### src/rtl/cp_regmap_pkg.sv
package cp_regmap_pkg;

    typedef enum logic [1:0] {
        SEG_NONE = 2'd0,
        SEG_LOW  = 2'd1,
        SEG_HIGH = 2'd2
    } seg_t;

    // Power-on contents of the register at a given address
    function automatic logic [31:0] regmap_default(input int unsigned addr);
        return 32'(addr) ^ 32'h0000_00A0;
    endfunction

endpackage

### src/rtl/cp_seg_decode.sv
module cp_seg_decode
    import cp_regmap_pkg::*;
#(
    parameter int ADDR_W   = 7,
    parameter int SEG_A_LO = 1,
    parameter int SEG_A_HI = 8,
    parameter int SEG_B_LO = 9,
    parameter int SEG_B_HI = 17
) (
    input  logic [ADDR_W-1:0] addr,
    output seg_t              seg,
    output logic              at_end
);
    localparam logic [ADDR_W-1:0] A_LO = ADDR_W'(SEG_A_LO);
    localparam logic [ADDR_W-1:0] A_HI = ADDR_W'(SEG_A_HI);
    localparam logic [ADDR_W-1:0] B_LO = ADDR_W'(SEG_B_LO);
    localparam logic [ADDR_W-1:0] B_HI = ADDR_W'(SEG_B_HI);

    always_comb begin
        seg = SEG_NONE;
        if (addr >= A_LO && addr <= A_HI) begin
            seg = SEG_LOW;
        end else if (addr >= B_LO && addr <= B_HI) begin
            seg = SEG_HIGH;
        end
        at_end = (addr == A_HI) || (addr == B_HI);
    end

endmodule

### src/rtl/cp_ptr_ctrl.sv
module cp_ptr_ctrl
    import cp_regmap_pkg::*;
#(
    parameter int DATA_W = 8,
    parameter int ADDR_W = DATA_W - 1
) (
    input  logic              clk,
    input  logic              rst_n,
    input  logic              load,
    input  logic              step,
    input  logic [DATA_W-1:0] load_val,
    input  seg_t              seg,
    input  logic              at_end,
    output logic [ADDR_W-1:0] ptr,
    output logic              incr
);
    typedef struct packed {
        logic [ADDR_W-1:0] ptr;
        logic              incr;
    } ptr_state_t;

    ptr_state_t st_d, st_q;

    always_comb begin
        st_d = st_q;
        if (load) begin
            st_d.ptr  = load_val[ADDR_W-1:0];
            st_d.incr = load_val[DATA_W-1];
        end else if (step && st_q.incr && seg != SEG_NONE && !at_end) begin
            st_d.ptr = st_q.ptr + ADDR_W'(1);
        end
    end

    always_ff @(posedge clk or negedge rst_n) begin
        if (!rst_n) begin
            st_q <= '0;
        end else begin
            st_q <= st_d;
        end
    end

    assign ptr  = st_q.ptr;
    assign incr = st_q.incr;

endmodule

### src/rtl/cp_regfile.sv
module cp_regfile
    import cp_regmap_pkg::*;
#(
    parameter int DATA_W   = 8,
    parameter int ADDR_W   = 7,
    parameter int SPAN_LO  = 1,
    parameter int SPAN_HI  = 17
) (
    input  logic              clk,
    input  logic              rst_n,
    input  logic              we,
    input  logic [ADDR_W-1:0] ptr,
    input  seg_t              seg,
    input  logic [DATA_W-1:0] wdata,
    output logic [DATA_W-1:0] rdata
);
    localparam int NREG  = SPAN_HI - SPAN_LO + 1;
    localparam int IDX_W = (NREG > 1) ? $clog2(NREG) : 1;
    localparam logic [ADDR_W-1:0] LO_V = ADDR_W'(SPAN_LO);

    typedef struct packed {
        logic [NREG-1:0][DATA_W-1:0] regs;
    } rf_state_t;

    rf_state_t        st_d, st_q;
    logic [IDX_W-1:0] idx;
    logic             mapped;

    assign idx    = IDX_W'(ptr - LO_V);
    assign mapped = (seg != SEG_NONE);

    always_comb begin
        st_d = st_q;
        if (we && mapped) begin
            st_d.regs[idx] = wdata;
        end
    end

    always_ff @(posedge clk or negedge rst_n) begin
        if (!rst_n) begin
            for (int i = 0; i < NREG; i++) begin
                st_q.regs[i] <= DATA_W'(regmap_default(SPAN_LO + i));
            end
        end else begin
            st_q <= st_d;
        end
    end

    assign rdata = mapped ? st_q.regs[idx] : '0;

endmodule

### src/rtl/cp_regmap.sv
module cp_regmap
    import cp_regmap_pkg::*;
#(
    parameter int DATA_W   = 8,
    parameter int SEG_A_LO = 1,
    parameter int SEG_A_HI = 8,
    parameter int SEG_B_LO = 9,
    parameter int SEG_B_HI = 17
) (
    input  logic              clk,
    input  logic              rst_n,
    input  logic              cp_start,
    input  logic              cp_valid,
    input  logic              cp_write,
    input  logic [DATA_W-1:0] cp_wdata,
    output logic [DATA_W-1:0] cp_rdata
);
    localparam int ADDR_W = DATA_W - 1;

    logic              is_map_byte;
    logic              is_data_byte;
    logic              data_we;
    logic [ADDR_W-1:0] map_ptr;
    logic              map_incr;
    seg_t              ptr_seg;
    logic              ptr_at_end;

    assign is_map_byte  = cp_valid && cp_start && cp_write;
    assign is_data_byte = cp_valid && !is_map_byte;
    assign data_we      = is_data_byte && cp_write;

    cp_seg_decode #(
        .ADDR_W  (ADDR_W),
        .SEG_A_LO(SEG_A_LO),
        .SEG_A_HI(SEG_A_HI),
        .SEG_B_LO(SEG_B_LO),
        .SEG_B_HI(SEG_B_HI)
    ) u_decode (
        .addr  (map_ptr),
        .seg   (ptr_seg),
        .at_end(ptr_at_end)
    );

    cp_ptr_ctrl #(
        .DATA_W(DATA_W),
        .ADDR_W(ADDR_W)
    ) u_ptr (
        .clk     (clk),
        .rst_n   (rst_n),
        .load    (is_map_byte),
        .step    (is_data_byte),
        .load_val(cp_wdata),
        .seg     (ptr_seg),
        .at_end  (ptr_at_end),
        .ptr     (map_ptr),
        .incr    (map_incr)
    );

    cp_regfile #(
        .DATA_W (DATA_W),
        .ADDR_W (ADDR_W),
        .SPAN_LO(SEG_A_LO),
        .SPAN_HI(SEG_B_HI)
    ) u_regs (
        .clk  (clk),
        .rst_n(rst_n),
        .we   (data_we),
        .ptr  (map_ptr),
        .seg  (ptr_seg),
        .wdata(cp_wdata),
        .rdata(cp_rdata)
    );

endmodule

### config.mk
export PLATFORM = sky130hd
export DESIGN_NAME = cp_regmap
export DESIGN_NICKNAME = d
export VERILOG_FILES = /design/src/rtl/cp_regmap_pkg.sv /design/src/rtl/cp_seg_decode.sv /design/src/rtl/cp_ptr_ctrl.sv /design/src/rtl/cp_regfile.sv /design/src/rtl/cp_regmap.sv
export SDC_FILE = /design/constraint.sdc
export NUM_CORES = 1
export LEC_CHECK = 0
export BUFFER_PORTS_ARGS = -buffer_cell sky130_fd_sc_hd__buf_2
export CAP_MARGIN = 30
export CORE_MARGIN = 1
export CORE_UTILIZATION = 66
export CTS_CLUSTER_DIAMETER = 80
export DETAILED_ROUTE_END_ITERATION = 8
export GPL_TIMING_DRIVEN = 0
export PLACE_DENSITY = 0.94
export SETUP_SLACK_MARGIN = 0.1
export SLEW_MARGIN = 10
export SYNTH_ARGS = -nofsm -noshare
export SYNTH_HDL_FRONTEND = slang
export SYNTH_SLANG_ARGS = --single-unit
### constraint.sdc
create_clock -name clk -period 4.6 [get_ports clk]
set_input_delay 0.23 -clock clk [delete_from_list [all_inputs] [get_ports clk]]
set_output_delay 0.23 -clock clk [all_outputs]
set_load 0.02 [all_outputs]
-- After elaboration in Yosys (flattened, before gate mapping)
Index checks and enable logic that the tools add are counted.
- add/sub/neg operators: 2
- $lt $le $gt $ge: 6
- equality and inequality tests: 2
- multiplexer cells: 10
- reduce and logical (&&, ||, !) cells: 16
- operator list (cell ; count):
    bitwise mux 136 bit ; 1
    binary-select mux 8 bit (select 5 bit) ; 1
    demux 8 bit (select 5 bit) ; 1
    2-to-1 mux 8 bit ; 3
    2-to-1 mux 7 bit ; 2
    logical AND 1 bit ; 11
    adder 7 x 1 -> 7 bit, second input constant ; 1
    == test 7 x 4 -> 1 bit, second input constant ; 1
    == test 7 x 5 -> 1 bit, second input constant ; 1
    greater-or-equal comparator 7 x 1 -> 1 bit, second input constant ; 1
    greater-or-equal comparator 7 x 4 -> 1 bit, second input constant ; 1
    <= comparator 7 x 4 -> 1 bit, second input constant ; 1
    <= comparator 7 x 5 -> 1 bit, second input constant ; 1
    less-than comparator 5 x 6 -> 1 bit, second input constant ; 1
    greater-or-equal comparator 5 x 1 -> 1 bit, second input constant ; 1
    subtractor 5 x 1 -> 5 bit, second input constant ; 1
    2-to-1 mux 2 bit ; 2
    nonzero test 2 bit ; 2
    zero test 1 bit ; 2
    logical OR 1 bit ; 1
- bits in registers: 144
- output and inout port bits: 8
- logic and storage cells: 55

-- Longest topological paths before layout
- depth in word-level cells: 9
- depth in mapped cells: 11
- gate-level depth less buffers: 7

-- Cells and area by module
From an unflattened synthesis, not the netlist that was laid out.
- cell total of the unflattened synthesis: 492
- area, all modules: 7260.7 µm²
- by module, submodules not included (module ; times used ; cells each ; area each (µm²)):
    cp_regfile ; 1 ; 424 ; 6653.9
    cp_ptr_ctrl ; 1 ; 53 ; 488.0
    cp_seg_decode ; 1 ; 12 ; 96.3
    cp_regmap ; 1 ; 3 ; 22.5

-- Worst setup path after synthesis
No wires, ideal clock.
- path type: register to output
- start point: register u_ptr.st_q (netlist bit u_ptr.ptr[0])
- end point: output cp_rdata[7]
- arrival: 3.138 ns
- data required time: 4.370 ns
- setup slack: 1.232 ns
- cell stages (with the launch flop): 10
- buffers on the path: 4
- cells stage by stage: dfrtp_1 -> buf_2 -> buf_2 -> inv_1 -> ha_1 -> clkbuf_1 -> clkbuf_1 -> mux4_2 -> mux2i_1 -> o311ai_0
- cells in the longest elaborated chain, start to end: 6
- elaborated cells on any way between the ends: 13
- those cells by class: add/sub: 1; order compare: 4; mux: 5; reduce/logical: 3
- ends and longest elaborated chain (item ; line ; RTL):
    start, declared ; cp_ptr_ctrl.sv:22 ; ptr_state_t st_d, st_q;
    start signal, assigned ; cp_ptr_ctrl.sv:38 ; st_q <= st_d;
    branches (longest 5 deep; another with subtractor 5 x 1 -> 5 bit) ; -- ;
    2-to-1 mux 8 bit * ; cp_regfile.sv:49 ; assign rdata = mapped ? st_q.regs[idx] : '0;
    end, declared ; cp_regmap.sv:16 ; output logic [DATA_W-1:0] cp_rdata
Mark *: on every way between the ends. The select of a mux whose other input is x is not followed.

-- Worst setup path after layout
- start point: register u_ptr.st_q (netlist bit u_ptr.ptr[0])
- end point: output cp_rdata[5]
Same word-level chain as after synthesis.

==> impl_results.md <==
- Leakage: between 3 and 4 nW
- Critical Path End Type: output pin
- CTS buffer count: 17
- WP buf/inv: 6
- Sink Count: approximately 140
- Initial DRC count: between 500 and 600
- Yosys reg bits: approximately 140
- Post-Synthesis Cells: 523
- Clk root buf: clkbuf_16
- HPWL after DPL: 12.5 mm
- Library cells used by synthesis: around 60
- Setup CP Type: reg -> out
- Die W: 109 um
- Top cell type's share of synthesized area: around a quarter
- Final number of hold-violating endpoints: 0
- Slew @ Worst Pin: a little under 800 ps
- Finished Layout Cells: around 720
- Diodes inserted: 0
- Cell taking the most area after synthesis: dfrtp_1
- Reg2Reg Setup Slack: around 1100 ps
- First-pass GRT wire length: slightly above 30 mm
- Sequential Area: 3690 um^2
- Final setup TNS: 0 ps
- Post-layout min period: around 4400 ps
- Initial Util: around 70%
- WL/cell: about 27 um
- Clk slew on worst S/H paths: 60 ps
- DRT Wirelength: just under 20 mm
- Die area: ~12000 um^2
- Synth Flop Type: dfrtp_1
- Register area share after synthesis: between 40% and 50%
- First drt pass iteration count: 6
- DP Cell Count: a little under 700
- Syn Nets: 541
- VDD IR max: between 0.4 and 0.5 mV
- CP required: 4370 ps
- Most frequent cells in the layout: 111 x mux2_2, 75 x dfrtp_1, 69 x dfstp_2, 32 x mux4_2, 25 x buf_2
- Synth top area cells: dfrtp_1 25%, dfstp_2 24%, mux2_2 17%
- Layout area overhead: 13.4%
- Final Skew: 8.12 ps
- Synth Cell Area: roughly 7500 um^2
- Initial antenna violation count: 0
- Worst-path cell chain: buf_2 -> clkbuf_4 -> inv_1 -> ha_1 -> clkbuf_1 -> clkbuf_1 -> mux4_2 -> o21ai_0 -> a31oi_1 -> buf_2
- FFs w/ async S/R, synth: between 90% and 100%
- Share of cells above drive strength 1: a little under three fifths
- Largest net degree at the start of global routing: 102
- Rows: 38
- Port Buffers: 20
- Routed vias/inst: about 7.1
- Startpoint types: flip-flop
- Worst path depth: 10
- Max frequency: around 220 MHz
- Cell family with most CP delay: buffers and inverters
- Worst path slowest cell: clkbuf_1
- I/O pins: 21
- Postcts setup bufs: 0
- R2R cell count: 9
- Mapped Avg Cell Area: 14.3 um^2
- Crit path largest cell delay: approximately 640 ps
- Final period util: 96.7%
- DRC: 0
- Gpl congestion: 0.912
- Vias in the first global route: 5250
- CP max FO: 10
- Unrepaired setup endpoints after global routing: no
- TritonCTS clock tree: yes
- H-Tree Depth: 4
- Final nets: between 500 and 600
- Gr ovfl total: 0
- Status: complete, no violations
- Fillers: ~570
- Pwr/cell area: 479 nW/um^2
- Clk buf depth: 2
- Slew Limit Fails: 0
- Post-route ant nets: 0
- Die Ht: 109 um
- Hold Path Depth: 2
- Slew HR: 48.6%
- Setup-failing EPs final: 0
- Post-synth EDFFs: 0
- Most common cell after layout, fill and taps aside: mux2_2
- Max Cap Viol: 0
- Area of the multi-input gates: approximately 3600 um^2
- Data arrival, critical path: 4220 ps
- Core Region: 10900 um^2
- Min-delay worst type: in -> reg
- Via count: 5060
- GRT Util Overall: between 30% and 40%
- Synth warn: 0
- Worst skew pair latency: around 430 ps
-- synthesized netlist by cell type, types with 2 or more instances --
| master | n |
|---|---|
| a211o_1 | 2 |
| a211oi_1 | 5 |
| a21oi_1 | 10 |
| a31oi_1 | 4 |
| and2_0 | 3 |
| and2_1 | 7 |
| and3_1 | 4 |
| and3_4 | 2 |
| buf_12 | 3 |
| buf_2 | 7 |
| buf_4 | 6 |
| buf_6 | 2 |
| clkbuf_1 | 14 |
| dfrtp_1 | 75 |
| dfstp_2 | 69 |
| ha_1 | 5 |
| inv_1 | 5 |
| mux2_1 | 9 |
| mux2_2 | 111 |
| mux2_4 | 16 |
| mux2i_1 | 4 |
| mux4_2 | 32 |
| nand2_1 | 24 |
| nand2_2 | 3 |
| nand2b_1 | 3 |
| nand3_1 | 8 |
| nand3_4 | 8 |
| nand3b_1 | 2 |
| nand4_1 | 4 |
| nor2_1 | 11 |
| nor2_2 | 2 |
| nor2b_1 | 2 |
| nor3_1 | 3 |
| o21a_1 | 4 |
| o21ai_0 | 23 |
| xnor2_1 | 5 |
| xor2_1 | 2 |
-- registers in the layout (all words and copies together) (netlist names) --
register     count
u_ptr.ptr        7
u_regs.st_q    136
u_ptr.incr       1
-- per-stage QoR --
stage	power, mW	utilization, %	worst slack [ps]	hold WS [ps]	area [um^2]
2_1_floorplan	2.17	-	1230	-65.6	7490
3_5_place_dp	2.46	71.3	435	172	7790
4_1_cts	4.03	77.6	151	180	8480
5_1_grt	4.18	77.6	96.4	201	8490
6_report	4.06	77.6	154	190	8490
3_3_place_gp	2.40	71.0	585	467	7760
-- power by group --
group / switching, mW / internal (mW)
Clock: 0.536 / 1.02
Sequential: 0.0859 / 1.42
Combinational: 0.605 / 0.392
Total: 1.23 / 2.84
-- final timing paths --
| kind | from | endpoint |
|---|---|---|
| min in group asynchronous | rst_n | u_regs.st_q[100]$_DFFE_PN0P_ |
| max in group asynchronous | rst_n | u_regs.st_q[39]$_DFFE_PN1P_ |
| worst max register to register | u_ptr.ptr[0]$_DFFE_PN0P_ | u_regs.st_q[57]$_DFFE_PN0P_ |
| worst max-delay path | u_ptr.ptr[0]$_DFFE_PN0P_ | cp_rdata[5] |
| worst min-delay path | cp_wdata[6] | u_regs.st_q[86]$_DFFE_PN0P_ |
| worst min register to register | u_ptr.incr$_DFFE_PN0P_ | u_ptr.incr$_DFFE_PN0P_ |
-- kinds of logic (layout without fill, tap and decap cells) --
| kind of cell | count (synthesis) | in the layout | synth area share, % |
|---|---|---|---|
| muxes | 172 | 172 | 31.4 |
| DFF | 144 | 144 | 49.3 |
| and+or+nand+nor | 95 | 95 | 8.44 |
| AOI/OAI and AO/OA | 62 | 62 | 6.02 |
| buffers and inverters | 38 | 92 | 3.18 |
| xor gates and xnor gates | 7 | 7 | 0.819 |
| adders and majority gates | 5 | 5 | 0.836 |
-- area by class of cell --
| class | count | area share [%] |
|---|---|---|
| Buffer | 33 | 2.70 |
| Clock buffer | 24 | 5.79 |
| Tap cell | 140 | 2.06 |
| Timing Repair Buffer | 22 | 1.69 |
| Inverter | 5 | 0.221 |
| Multi-Input combinational cell | 341 | 42.0 |
| Clock inverter | 8 | 2.06 |
| Sequential cell | 144 | 43.5 |
-- layer usage --
layer	vias up	track usage, %	routed length, um
li1	2033	-	-
met1	2627	46.7	7570
met2	315	56.2	9290
met3	85	11.5	1820
met4	0	18.9	968
met5	-	0	0
-- repair_timing --
action / 4_1_cts / 5_1_grt
resized for setup: 3 / 5
endpoints found under the setup margin: 8 / 8
hold endpoints to repair: 23 / 0
hold buffers: 1 / 0
Power figures use the tool's default switching activity.
